[src/rtl/sevt_pkg.sv]
package sevt_pkg;
  localparam int STAT_W = 8;

  // status bit positions
  localparam int B_OSC      = 7;
  localparam int B_THERM    = 6;
  localparam int B_NEG_LO   = 5;
  localparam int B_LOG_LO   = 4;
  localparam int B_AUX_LO   = 3;
  localparam int B_LOG_UV   = 2;
  localparam int B_AUX_UV   = 1;
  localparam int B_NEG_UV   = 0;

  function automatic logic [STAT_W-1:0] boot_value(input logic neg_last);
    logic [STAT_W-1:0] v;
    v = '0;
    if (neg_last) begin
      v[B_NEG_LO] = 1'b1;
      v[B_NEG_UV] = 1'b1;
    end else begin
      v[B_LOG_LO] = 1'b1;
      v[B_LOG_UV] = 1'b1;
    end
    return v;
  endfunction
endpackage

[src/rtl/sevt_store.sv]
module sevt_store #(
  parameter int DW = 8
) (
  input  logic          clk,
  input  logic          rst,
  input  logic [DW-1:0] boot_i,
  input  logic [DW-1:0] set_i,
  input  logic          clr_i,
  output logic [DW-1:0] q_o
);
  for (genvar b = 0; b < DW; b++) begin : g_bit
    logic bit_q;
    always_ff @(posedge clk) begin
      if (rst)
        bit_q <= boot_i[b];
      else if (set_i[b])
        bit_q <= 1'b1;
      else if (clr_i)
        bit_q <= 1'b0;
    end
    assign q_o[b] = bit_q;
  end
endmodule

[src/rtl/sevt_rdport.sv]
module sevt_rdport #(
  parameter int          DW      = 8,
  parameter int          AW      = 8,
  parameter logic [7:0]  A_PLAIN = 8'h0A,
  parameter logic [7:0]  A_COR   = 8'h0B
) (
  input  logic          clk,
  input  logic          rst,
  input  logic          rd_i,
  input  logic [AW-1:0] addr_i,
  input  logic [DW-1:0] stat_i,
  output logic          clr_o,
  output logic [DW-1:0] rd_data_o,
  output logic          rd_valid_o
);
  localparam logic [AW-1:0] PLAIN = AW'(A_PLAIN);
  localparam logic [AW-1:0] COR   = AW'(A_COR);

  logic hit_plain, hit_cor, hit;

  always_comb begin
    hit_plain = rd_i && (addr_i == PLAIN);
    hit_cor   = rd_i && (addr_i == COR);
    hit       = hit_plain || hit_cor;
    clr_o     = hit_cor;
  end

  always_ff @(posedge clk) begin
    if (rst) begin
      rd_data_o  <= '0;
      rd_valid_o <= 1'b0;
    end else begin
      rd_valid_o <= hit;
      rd_data_o  <= hit ? stat_i : '0;
    end
  end
endmodule

[src/rtl/sevt_irq.sv]
module sevt_irq #(
  parameter int DW      = 8,
  parameter int NDET    = 4,
  parameter int OSC_BIT = 7
) (
  input  logic            clk,
  input  logic            rst,
  input  logic [DW-1:0]   stat_i,
  input  logic [NDET-1:0] det_en_i,
  output logic            any_o,
  output logic            irq_o
);
  logic [DW-1:0] mask;

  always_comb begin
    mask          = '1;
    mask[OSC_BIT] = |det_en_i;
  end

  always_ff @(posedge clk) begin
    if (rst) begin
      any_o <= 1'b0;
      irq_o <= 1'b0;
    end else begin
      any_o <= |stat_i;
      irq_o <= |(stat_i & mask);
    end
  end
endmodule

[src/rtl/sevt_portgate.sv]
module sevt_portgate #(
  parameter int NPORT = 4
) (
  input  logic             clk,
  input  logic             rst,
  input  logic [NPORT-1:0] req_i,
  output logic [NPORT-1:0] en_o
);
  for (genvar p = 0; p < NPORT; p++) begin : g_port
    logic en_q;
    always_ff @(posedge clk) begin
      if (rst) en_q <= 1'b0;
      else     en_q <= req_i[p];
    end
    assign en_o[p] = en_q;
  end
endmodule

[src/rtl/supply_event_reg.sv]
module supply_event_reg #(
  parameter int         AW      = 8,
  parameter int         NDET    = 4,
  parameter int         NPORT   = 4,
  parameter logic [7:0] A_PLAIN = 8'h0A,
  parameter logic [7:0] A_COR   = 8'h0B
) (
  input  logic                     clk,
  input  logic                     rst,
  input  logic                     last_neg_i,
  input  logic [sevt_pkg::STAT_W-1:0] evt_i,
  input  logic                     rd_i,
  input  logic [AW-1:0]            rd_addr_i,
  input  logic [NDET-1:0]          det_en_i,
  input  logic [NPORT-1:0]         port_req_i,
  output logic [sevt_pkg::STAT_W-1:0] rd_data_o,
  output logic                     rd_valid_o,
  output logic                     supply_any_o,
  output logic                     irq_o,
  output logic [NPORT-1:0]         port_en_o
);
  localparam int DW = sevt_pkg::STAT_W;

  logic [DW-1:0] stat_q;
  logic [DW-1:0] boot_val;
  logic          clr;

  assign boot_val = sevt_pkg::boot_value(last_neg_i);

  sevt_store #(.DW(DW)) u_store (
    .clk(clk), .rst(rst), .boot_i(boot_val), .set_i(evt_i),
    .clr_i(clr), .q_o(stat_q)
  );

  sevt_rdport #(.DW(DW), .AW(AW), .A_PLAIN(A_PLAIN), .A_COR(A_COR)) u_rd (
    .clk(clk), .rst(rst), .rd_i(rd_i), .addr_i(rd_addr_i), .stat_i(stat_q),
    .clr_o(clr), .rd_data_o(rd_data_o), .rd_valid_o(rd_valid_o)
  );

  sevt_irq #(.DW(DW), .NDET(NDET), .OSC_BIT(sevt_pkg::B_OSC)) u_irq (
    .clk(clk), .rst(rst), .stat_i(stat_q), .det_en_i(det_en_i),
    .any_o(supply_any_o), .irq_o(irq_o)
  );

  sevt_portgate #(.NPORT(NPORT)) u_port (
    .clk(clk), .rst(rst), .req_i(port_req_i), .en_o(port_en_o)
  );
endmodule

[config.mk]
export PLATFORM = sky130hd
export DESIGN_NAME = supply_event_reg
export DESIGN_NICKNAME = d
export VERILOG_FILES = /design/src/rtl/sevt_pkg.sv /design/src/rtl/sevt_store.sv /design/src/rtl/sevt_rdport.sv /design/src/rtl/sevt_irq.sv /design/src/rtl/sevt_portgate.sv /design/src/rtl/supply_event_reg.sv
export SDC_FILE = /design/constraint.sdc
export NUM_CORES = 1
export LEC_CHECK = 0
export ABC_AREA = 0
export BUFFER_PORTS_ARGS = -buffer_cell sky130_fd_sc_hd__buf_2
export CORE_ASPECT_RATIO = 0.6
export CORE_MARGIN = 2
export CORE_UTILIZATION = 35
export DETAILED_ROUTE_END_ITERATION = 6
export PLACE_DENSITY = 0.73
export SLEW_MARGIN = 20
export SYNTH_ARGS = -nofsm -noshare
export SYNTH_HDL_FRONTEND = slang
export SYNTH_SLANG_ARGS = --single-unit
[constraint.sdc]
create_clock -name clk -period 1.6 [get_ports clk]
set_clock_uncertainty 0.05 [all_clocks]
set_input_delay 0.16 -clock clk [delete_from_list [all_inputs] [get_ports clk]]
set_output_delay 0.16 -clock clk [all_outputs]
set_load 0.05 [all_outputs]
# After elaboration in Yosys (flattened, before gate mapping)
# Index checks and enable logic that the tools add are counted.
# totals
word_cells	50
out_inout_bits	15
reg_bits	23
in_bits	28
# op_classes
mux	15
n_bitwise	2
n_eq_ne	2
reduce_logical	15
# op_table
op	n
$eq 8x4->1 const B	2
$reduce_or 8->1	2
$mux 1	15
$reduce_bool 3->1	4
$and 8x8->8	1
$reduce_bool 2->1	4
$reduce_or 4->1	1
$logic_and 1x1->1	2
$reduce_or 2->1	1
$logic_or 1x1->1	1
$not 1->1	1

# Longest topological paths before layout
# Gate-level depths: netlist of run 1.
# logic_depth
word_depth	5
ltp_mapped	4
ltp_nobuf	2

# Cells and area by module
# A second synthesis of run 1 with hierarchy kept.
# hier_totals
cells_unflattened	88
hier_area_um2	1068.5
# modules_own_cells
mod	instances	area_per_inst_um2	seq_area_each_um2	cells_each
sevt_store	1	459.2	240.2	33
sevt_rdport	1	384.1	180.2	33
sevt_portgate	1	135.1	80.1	12
sevt_irq	1	82.6	40.0	8
supply_event_reg	1	7.5	0.0	2

# Least setup slack after synthesis of run 1
# No wires, ideal clock.
# synth_timing
path_kind	input to register
startpoint	input rd_addr_i[5]
endpoint	register u_store.g_bit[0].bit_q (enable)
path_slack_ns	0.341
setup_time_ns	0.294
required_ns	1.256
path_stages	2
arrival_time_ns	0.915
path_cell_list	nor4b_2 a311o_1
# synth_between
elab_chain_len	3
# synth_lines
element	line	text
from (decl)	supply_event_reg.sv:13	input logic [AW-1:0] rd_addr_i,
$eq 8x4->1	sevt_rdport.sv:23	hit_cor = rd_i && (addr_i == COR);
$logic_and 1x1->1	sevt_rdport.sv:23	
$reduce_bool 3->1 (no line)	-	
to (signal assigned)	sevt_store.sv:15	bit_q <= boot_i[b];
to (decl)	sevt_store.sv:12	logic bit_q;
# No other way between the ends.
# A chain may end at the register's enable or synchronous reset.

# Final worst setup path of run 1
# layout_timing
startpoint	register u_store.g_bit[4].bit_q
endpoint	register u_irq.any_o
# layout_between
elab_chain_len	1
# layout_lines
element	line	text
from (decl)	sevt_store.sv:12	
from (signal assigned)	sevt_store.sv:15	
$reduce_or 8->1	sevt_irq.sv:25	any_o <= |stat_i;
to (signal assigned)	sevt_irq.sv:25	
to (decl)	sevt_irq.sv:10	output logic any_o,
# No other way between the ends.

==> results of run 1 <==
[registers in the layout, summed over array words and instances, names as in the netlist]
register,flops
u_store.g_bit.bit_q,8
u_port.g_port.en_q,4
u_irq.irq_o,1
u_rd.rd_valid_o,1
u_rd.rd_data_o,8
u_irq.any_o,1
[area by class of cell]
type / count / area, sq um / share of cell area (%)
inverters: 7 / 26.3 / 2.17
well taps: 32 / 40.0 / 3.31
flip-flops and latches: 23 / 500 / 41.4
clock buffers: 3 / 41.3 / 3.41
repair buffers: 45 / 233 / 19.2
multi-input cells: 43 / 364 / 30.1
clock inverters: 1 / 5.00 / 0.414
[worst min-delay path by stage]
stage                              from                    end  slack [ns]  cells after the start
final                     port_req_i[2]  u_port.g_port[2].en_q        0.05                      2
after global routing      port_req_i[2]  u_port.g_port[2].en_q        0.05                      2
after CTS                 port_req_i[2]  u_port.g_port[2].en_q        0.05                      2
after detailed placement  port_req_i[2]  u_port.g_port[2].en_q        0.33                      2
after global placement    port_req_i[0]  u_port.g_port[0].en_q        0.32                      2
after floorplan           port_req_i[0]  u_port.g_port[0].en_q        0.24                      1
[layout by cell type (no fill, tap or decap)]
cell,netlist,routed
nor4b_2,4,4
nor4bb_1,1,1
o21ai_0,2,2
nor4_1,1,1
nand4bb_1,1,1
a311o_1,4,4
a31oi_1,2,2
clkbuf_8,0,3
inv_1,7,7
or4b_4,1,1
buf_2,1,42
buf_4,4,3
nor4_2,5,5
o21a_1,2,2
nor2b_1,8,8
nor3_1,2,2
o41ai_1,1,1
nor2_1,4,4
nand2_1,1,1
dfxtp_1,19,19
edfxtp_1,4,4
clkinv_2,0,1
a311oi_1,4,4
[power by group]
part / switching (mW) / internal (mW)
Clock: 0.172 / 0.173
Sequential: 0.0135 / 0.617
Combinational: 0.0896 / 0.0613
[worst reg2reg max path: stages (launching register included)]
cell and delay (ns):
edfxtp_1 0.41, nor4_1 0.37, a31oi_1 0.14
[per-layer routing]
layer / routed length, microns / global-route usage (%) / part of all wire (%)
met1: 810 / 14.6 / 44
met2: 888 / 20.9 / 48
met3: 153 / 5.92 / 8.3
met4: 0 / 2.26 / 0
met5: 0 / 0 / 0
[kinds of logic (layout without fill, tap and decap cells)]
family	Yosys count	in the layout	synth area share, %
flops	23	23	52.6
buf+inv	17	56	9.20
compound gates	15	15	12.7
simple gates	28	28	25.5
==> impl_metrics.yaml, run 1 <==
status:
  outcome: "complete, no violations"
timing:
  setup_slack_ns: 0.499
  setup_violations: 0
  slew_violations: 0
  tns_ns: 0
  finalHoldViolations: 0
  rsz0062_at_grt: "no"
  period_share_pct: 68.8
  min_period_ns: 1.10
  hold-worst-slack_ns: 0.0516
  relSlewSlack_pct: 64.5
  worstMarginPinSlew_ns: 0.530
  max_freq_mhz: 908
detailed_routing:
  postRouteAntennaNets: 0
  drc: 0
  wl_per_cell_microns: 12.0
  vias: 738
  drtPass1Iterations: 3
  drtIter0Drc: 12
  viasPerCell: 4.79
  drt-total-wl_mm: 1.85
critical_path:
  crit_start: "u_store.g_bit[4].bit_q"
  critical-path-max-stage-delay_ns: 0.41
  r2r-start: "u_store.g_bit[4].bit_q"
  cp.required_ns: 1.68
  cp-endpoint: "u_irq.any_o"
  start_kind: "register"
  regToRegEndpoint: "u_irq.any_o"
  worstSetupPathDepth: 2
  rr_worst_depth: 2
  path_cells: "nor4_1, a31oi_1"
  crit_path_end_kind: "register"
  cp_max_fo: 2
  crit_type: "register to register"
  cp_num_buf_inv: 0
  r2r_slack_ns: 0.50
  arrival_ns: 1.18
  crit_path_top_delay_cell: "edfxtp_1"
  critPathTopFamily: "flip-flops"
finish:
  design_area_sq_um: 1210
  n_fill_cell: 244
  diodes: 0
  drive_above_1_share_pct: 48.4
  fin_util_pct: 47.6
  instances_no_fill: 154
  areaGrowthSynthToFinish_pct: 27.1
  nets: 151
cts:
  cts_resized: 0
  cts-root-buf: "clkbuf_8"
  htreeDepth: 1
  post_cts_buffers: 0
  cts_hold_buf: 0
  cts_num_sinks: 23
  cts_buffers: 3
  clk-insertion-delay-late_ns: 0.26
  cts_buffer_depth: 2
  cts.clk_slew.worst_paths_ns: 0.08
  cts_tree: "yes"
grt:
  globalRoute.totalOverflow: 0
  antenna_found_initial: 0
  grt_max_degree: 16
  grt_pass1_vias: 669
  grt_usage_pct: 12.3
  grt_pass1_wl_mm: 2.97
logic_synthesis:
  netlist_area_sq_um: 952
  syn_avg_cell_area_sq_um: 11.5
  synth_common_cells: "dfxtp_1, nor2b_1, inv_1, nor4_2"
  synthTopCellsByArea: "dfxtp_1, edfxtp_1, nor4_2"
  synth-edff-count: 4
  syn_inst: 83
  synth_top_cell_area_share_pct: 39.9
  yosysWarnings: 0
  syn-num-nets: 111
  async_reset_ff_share_pct: 0
  synth_ff_type: "dfxtp_1"
  ys_types: 24
  seq_area_frac_synth_pct: 52.6
  ys_ff_latch: 23
  yosysTopAreaCell: "dfxtp_1"
  synthMostInstantiatedCell: "dfxtp_1"
floorplan:
  fp.dieH_microns: 44.4
  die_area_sq_um: 3170
  ios: 43
  rows: 14
  chipWidth_microns: 71.3
  initial_core_util_pct: 37.5
  coreArea_sq_um: 2540
min_path:
  min_path_type: "primary input to register"
pwr:
  power.leakage_nw: 0.525
  power.total_mw: 1.13
  p_per_area_nw_per_um2: 932
  ir_drop_mv: 0.381
place:
  gp_congestion: 0.753
  dpl-instance-area_sq_um: 1160
  place_inst: 150
  io_buffers: 42
  hpwlAfterDp_mm: 1.51
  post-place-ws_ns: 0.274
flow_run:
  maxCapViolCount: 0
Power figures use the tool's default switching activity.
==> run 2, diff against run 1 <==
PLACE_DENSITY = 0.76   (was 0.73)
clock period = 0.9 ns   (was 1.6 ns; I/O delays follow)
==> impl_metrics.yaml, run 2 (synthesized netlist as in run 1, its figures left out) <==
grt:
  grt_pass1_wl_mm: 3.69
  globalRoute.totalOverflow: 0
  grt_pass1_vias: 776
  top_usage_layer: "met2"
  use_met2_pct: 25.7
  grt_max_degree: 14
  grt_usage_pct: 15.7
  antenna_found_initial: 0
  grtUsageMet1_pct: 20.2
  met3_usage_pct: 5.24
critical_path:
  crit_path_top_delay_cell: "edfxtp_1"
  crit_path_end_kind: "register"
  path_cells: "nor4_4, a31oi_1"
  start_kind: "register"
  rr_worst_depth: 2
  arrival_ns: 1.17
  cp.required_ns: 0.98
  cp_num_buf_inv: 0
  r2r-start: "u_store.g_bit[5].bit_q"
  critical-path-max-stage-delay_ns: 0.45
  crit_type: "register to register"
  cp_max_fo: 2
  r2r_slack_ns: -0.19
  regToRegEndpoint: "u_irq.any_o"
  critPathTopFamily: "flip-flops"
finish:
  design_area_sq_um: 1520
  reg.largest.list: "u_rd.rd_data_o x8, u_store.g_bit.bit_q x8, u_port.g_port.en_q x4"
  nets: 163
  areaGrowthSynthToFinish_pct: 59.1
  instances_no_fill: 166
  final_common_cell: "buf_2"
  final_cell_mix: "buf_2, buf_6, dfxtp_2, buf_4, nor2b_1"
  diodes: 0
  drive_above_1_share_pct: 62.7
detailed_routing:
  wl_per_cell_microns: 14.7
  drtPass1Iterations: 4
  viasPerCell: 4.98
  drtIter0Drc: 33
  vias: 827
  drc: 0
  postRouteAntennaNets: 0
  drt-total-wl_mm: 2.44
floorplan:
  rows: 14
  chipWidth_microns: 71.3
  coreArea_sq_um: 2540
  die_area_sq_um: 3170
  initial_core_util_pct: 37.5
  fp.dieH_microns: 44.4
  ios: 43
status:
  violations: "negative setup slack"
  outcome: "finished, violations left"
timing:
  finalHoldViolations: 0
  max_freq_mhz: 914
  rsz0062_at_grt: "yes"
  setup_slack_ns: -0.194
  period_share_pct: 122
  slew_violations: 0
  worstMarginPinSlew_ns: 0.381
  relSlewSlack_pct: 74.3
  min_period_ns: 1.09
  setup_violations: 10
cts:
  cts_tree: "yes"
  htreeDepth: 1
  cts_buffer_depth: 2
  clk-insertion-delay-late_ns: 0.26
  cts_buffers: 3
  cts-root-buf: "clkbuf_8"
  cts_num_sinks: 23
  cts.clk_slew.worst_paths_ns: 0.08
place:
  hpwlAfterDp_mm: 1.63
  gp_congestion: 0.773
  io_buffers: 42
  place_inst: 154
  dpl-instance-area_sq_um: 1210
min_path:
  min_path_cells: 2
  hold-path-endpoint: "u_port.g_port[2].en_q"
  min_path_type: "primary input to register"
  worstHoldStart: "port_req_i[2]"
pwr:
  ir_drop_mv: 0.584
  p_per_area_nw_per_um2: 1410
  power.leakage_nw: 0.642
flow_run:
  maxCapViolCount: 0
-- run 2: metal layers --
metal / routed length (microns) / vias to the layer above
li1: - / 408
met1: 1100 / 384
met2: 1190 / 33
met3: 144 / 2
met5: 0 / -
met4: 14 / 0
-- run 2: repair_timing --
| item | CTS | global route |
|---|---|---|
| resized for setup | 42 | 18 |
| pin swaps | 8 | 4 |
| setup buffers | 2 | 2 |
| endpoints found under the setup margin | 29 | 25 |
| gates cloned | 1 | 0 |
| hold endpoints to repair | 3 | 0 |
| hold buffers | 3 | 0 |
-- run 2: worst reg2reg max path: cells and delay by family (launching register included) --
kind               cells  cell delay [ns]
and+or+nand+nor        1             0.32
DFF                    1             0.45
AOI/OAI and AO/OA      1             0.14
-- run 2: per-stage QoR --
stage	util [%]	setup TNS, ns	setup slack [ns]	power, mW	hold slack (ns)
detailed placement	47.6	-4.67	-0.392	1.44	0.261
CTS	57.0	-0.520	-0.151	2.11	0.00222
floorplan	-	-2.29	-0.211	1.33	0.168
finish	59.7	-0.701	-0.194	2.13	0.0000449
global route	59.7	-1.19	-0.249	2.22	0.00846
global placement	47.6	-4.25	-0.324	1.43	0.250
-- run 2: how the worst max path moves through the flow --
stage,startpoint,endpoint,slack (ns),depth (start not counted)
floorplan,rd_addr_i[5],u_rd.rd_data_o[1],-0.21,3
global placement,rd_addr_i[5],u_rd.rd_data_o[3],-0.32,3
detailed placement,rd_addr_i[5],u_rd.rd_data_o[3],-0.39,3
CTS,u_store.g_bit[4].bit_q,u_irq.irq_o,-0.15,2
global route,u_store.g_bit[4].bit_q,u_irq.irq_o,-0.25,2
finish,u_store.g_bit[5].bit_q,u_irq.any_o,-0.19,2
-- run 2: cell type report --
type,count,area [sq um]
Fill cell,210,1020
Timing Repair Buffer,56,448
Sequential cell,23,518
Clock inverter,1,5.00
Tap cell,32,40.0
Clock buffer,3,41.3
Inverter,7,26.3
Multi-Input combinational cell,44,437
-- run 2: power by group --
part | internal [mW] | switching, mW
clock | 0.309 | 0.309
sequential | 1.10 | 0.0444
combinational | 0.179 | 0.192
==> run 3, diff against run 2 <==
ABC_AREA = 1   (was 0)
GPL_TIMING_DRIVEN = 1   (was unset)
PLACE_DENSITY = 0.77   (was 0.76)
==> impl_metrics.yaml, run 3 <==
status:
  outcome: "finished, violations left"
  violations: "negative setup slack"
cts:
  htreeDepth: 1
  cts_tree: "yes"
  cts.clk_slew.worst_paths_ns: 0.07
  cts-root-buf: "clkbuf_8"
  cts_buffers: 3
  clk-insertion-delay-late_ns: 0.25
  cts_buffer_depth: 2
  cts_num_sinks: 23
finish:
  diodes: 0
  areaGrowthSynthToFinish_pct: 69.0
  reg.largest.list: "u_rd.rd_data_o x8, u_store.g_bit.bit_q x8, u_port.g_port.en_q x4"
  instances_no_fill: 197
  nets: 194
  final_cell_mix: "buf_2, buf_6, buf_4, dfxtp_2, inv_1"
  final_common_cell: "buf_2"
  drive_above_1_share_pct: 65.5
critical_path:
  crit_path_top_delay_cell: "edfxtp_1"
  start_kind: "register"
  arrival_ns: 1.06
  critical-path-max-stage-delay_ns: 0.39
  crit_type: "register to register"
  path_cells: "inv_2, nand4_1, o21ai_2, inv_1"
  cp.required_ns: 1.00
  critPathTopFamily: "flip-flops"
  crit_path_end_kind: "register"
  cp_max_fo: 2
  cp_num_buf_inv: 2
timing:
  finalHoldViolations: 0
  setup_violations: 3
  worstMarginPinSlew_ns: 0.467
  period_share_pct: 107
  relSlewSlack_pct: 68.9
  rsz0062_at_grt: "yes"
  hold-worst-slack_ns: 0.00301
  setup_slack_ns: -0.0649
  max_freq_mhz: 1040
  slew_violations: 0
  min_period_ns: 0.965
floorplan:
  coreArea_sq_um: 2470
  die_area_sq_um: 2990
  chipWidth_microns: 69.2
  ios: 43
  initial_core_util_pct: 36.2
  rows: 14
  fp.dieH_microns: 43.1
min_path:
  min_path_type: "primary input to register"
grt:
  antenna_found_initial: 0
  grt_max_degree: 13
  top_usage_layer: "met2"
  met3_usage_pct: 4.99
  grt_pass1_wl_mm: 3.35
  grt_pass1_vias: 832
  grtUsageMet1_pct: 15.9
  grt_usage_pct: 14.5
  globalRoute.totalOverflow: 0
  use_met2_pct: 25.8
detailed_routing:
  wl_per_cell_microns: 10.3
  viasPerCell: 4.26
  vias: 839
  drtPass1Iterations: 4
  drc: 0
  drtIter0Drc: 24
  postRouteAntennaNets: 0
  drt-total-wl_mm: 2.04
logic_synthesis:
  synthMostInstantiatedCell: "inv_1"
  yosysTopAreaCell: "dfxtp_1"
  syn_avg_cell_area_sq_um: 8.85
  synth-edff-count: 4
  seq_area_frac_synth_pct: 56.0
  synth_common_cells: "inv_1, dfxtp_1, nor2_1, nor2_2"
  async_reset_ff_share_pct: 0
  synth_top_cell_area_share_pct: 42.6
  synthTopCellsByArea: "dfxtp_1, edfxtp_1, inv_1"
  ys_types: 20
  synth_ff_type: "dfxtp_1"
  ys_ff_latch: 23
  yosysWarnings: 0
  syn-num-nets: 129
  syn_inst: 101
  netlist_area_sq_um: 893
pwr:
  switching_power_mw: 0.505
  pwr-share-seq_pct: 52.7
  combPwrFrac_pct: 19.3
  power.leakage_nw: 0.748
  clkPwrFrac_pct: 28.0
  switching_share_pct: 23.7
  internal_power_mw: 1.63
  ir_drop_mv: 0.758
  p_per_area_nw_per_um2: 1410
place:
  post-place-ws_ns: -0.186
  hpwlAfterDp_mm: 1.60
  io_buffers: 42
  place_inst: 185
  gp_congestion: 0.741
flow_run:
  maxCapViolCount: 0
## run 3: path summary, 6_finish.rpt
check,from,to,slack (ns),cells past startpoint
hold reg to reg,u_store.g_bit[3].bit_q,u_rd.rd_data_o[3],0.47,3
hold / removal,evt_i[3],u_store.g_bit[3].bit_q,0.003,3
setup reg to reg,u_store.g_bit[0].bit_q,u_irq.any_o,-0.06,4
setup / recovery,u_store.g_bit[0].bit_q,u_irq.any_o,-0.06,4
## run 3: stage by stage
step	utilization [%]	cell area (sq um)	total power, mW	setup TNS, ns
2_1_floorplan	-	918	1.30	-0.222
3_3_place_gp	50.4	1240	1.46	-2.10
3_5_place_dp	50.4	1240	1.47	-2.62
4_1_cts	58.2	1440	2.13	-0.178
5_1_grt	61.1	1510	2.24	-0.353
6_report	61.1	1510	2.14	-0.139
## run 3: cells by family after synthesis
| kind of cell | count (synthesis) | synth area share [%] |
|---|---|---|
| compound gates | 11 | 7.28 |
| flops | 23 | 56.0 |
| buf+inv | 30 | 15.1 |
| simple gates | 37 | 21.6 |
## run 3: area by class of cell
cell class                 instances  area [sq um]
inverter                          24          90.1
multi-input combinational         48           302
clock buffer                       4          45.0
sequential                        23           520
tap                               32          40.0
timing repair buffer              66           513
fill                             202           960
## run 3: metal layers
metal | vias to the layer above | wire length [microns]
met4 | 0 | 57
met5 | - | 0
li1 | 428 | -
met2 | 37 | 993
met1 | 368 | 856
met3 | 6 | 131
## run 3: worst min-delay path: stages
cell	delay, ns
buf_2	0.09
inv_1	0.04
a21oi_1	0.05
## run 3: timing repair
| item | 4_1_cts | 5_1_grt |
|---|---|---|
| gates cloned | 0 | 0 |
| endpoints found under the hold margin | 4 | 0 |
| resized for setup | 35 | 28 |
| hold buffers | 4 | 0 |
| pin swaps | 4 | 5 |
| endpoints found under the setup margin | 18 | 21 |
| setup buffers | 2 | 2 |
## run 3: power groups by stage
stage | clock network [mW] | logic (mW) | registers (mW)
after global placement | 0 | 0.325 | 1.13
after floorplan | 0 | 0.153 | 1.15
after global routing | 0.665 | 0.447 | 1.13
after detailed placement | 0 | 0.334 | 1.13
final | 0.598 | 0.413 | 1.12
after CTS | 0.628 | 0.389 | 1.12
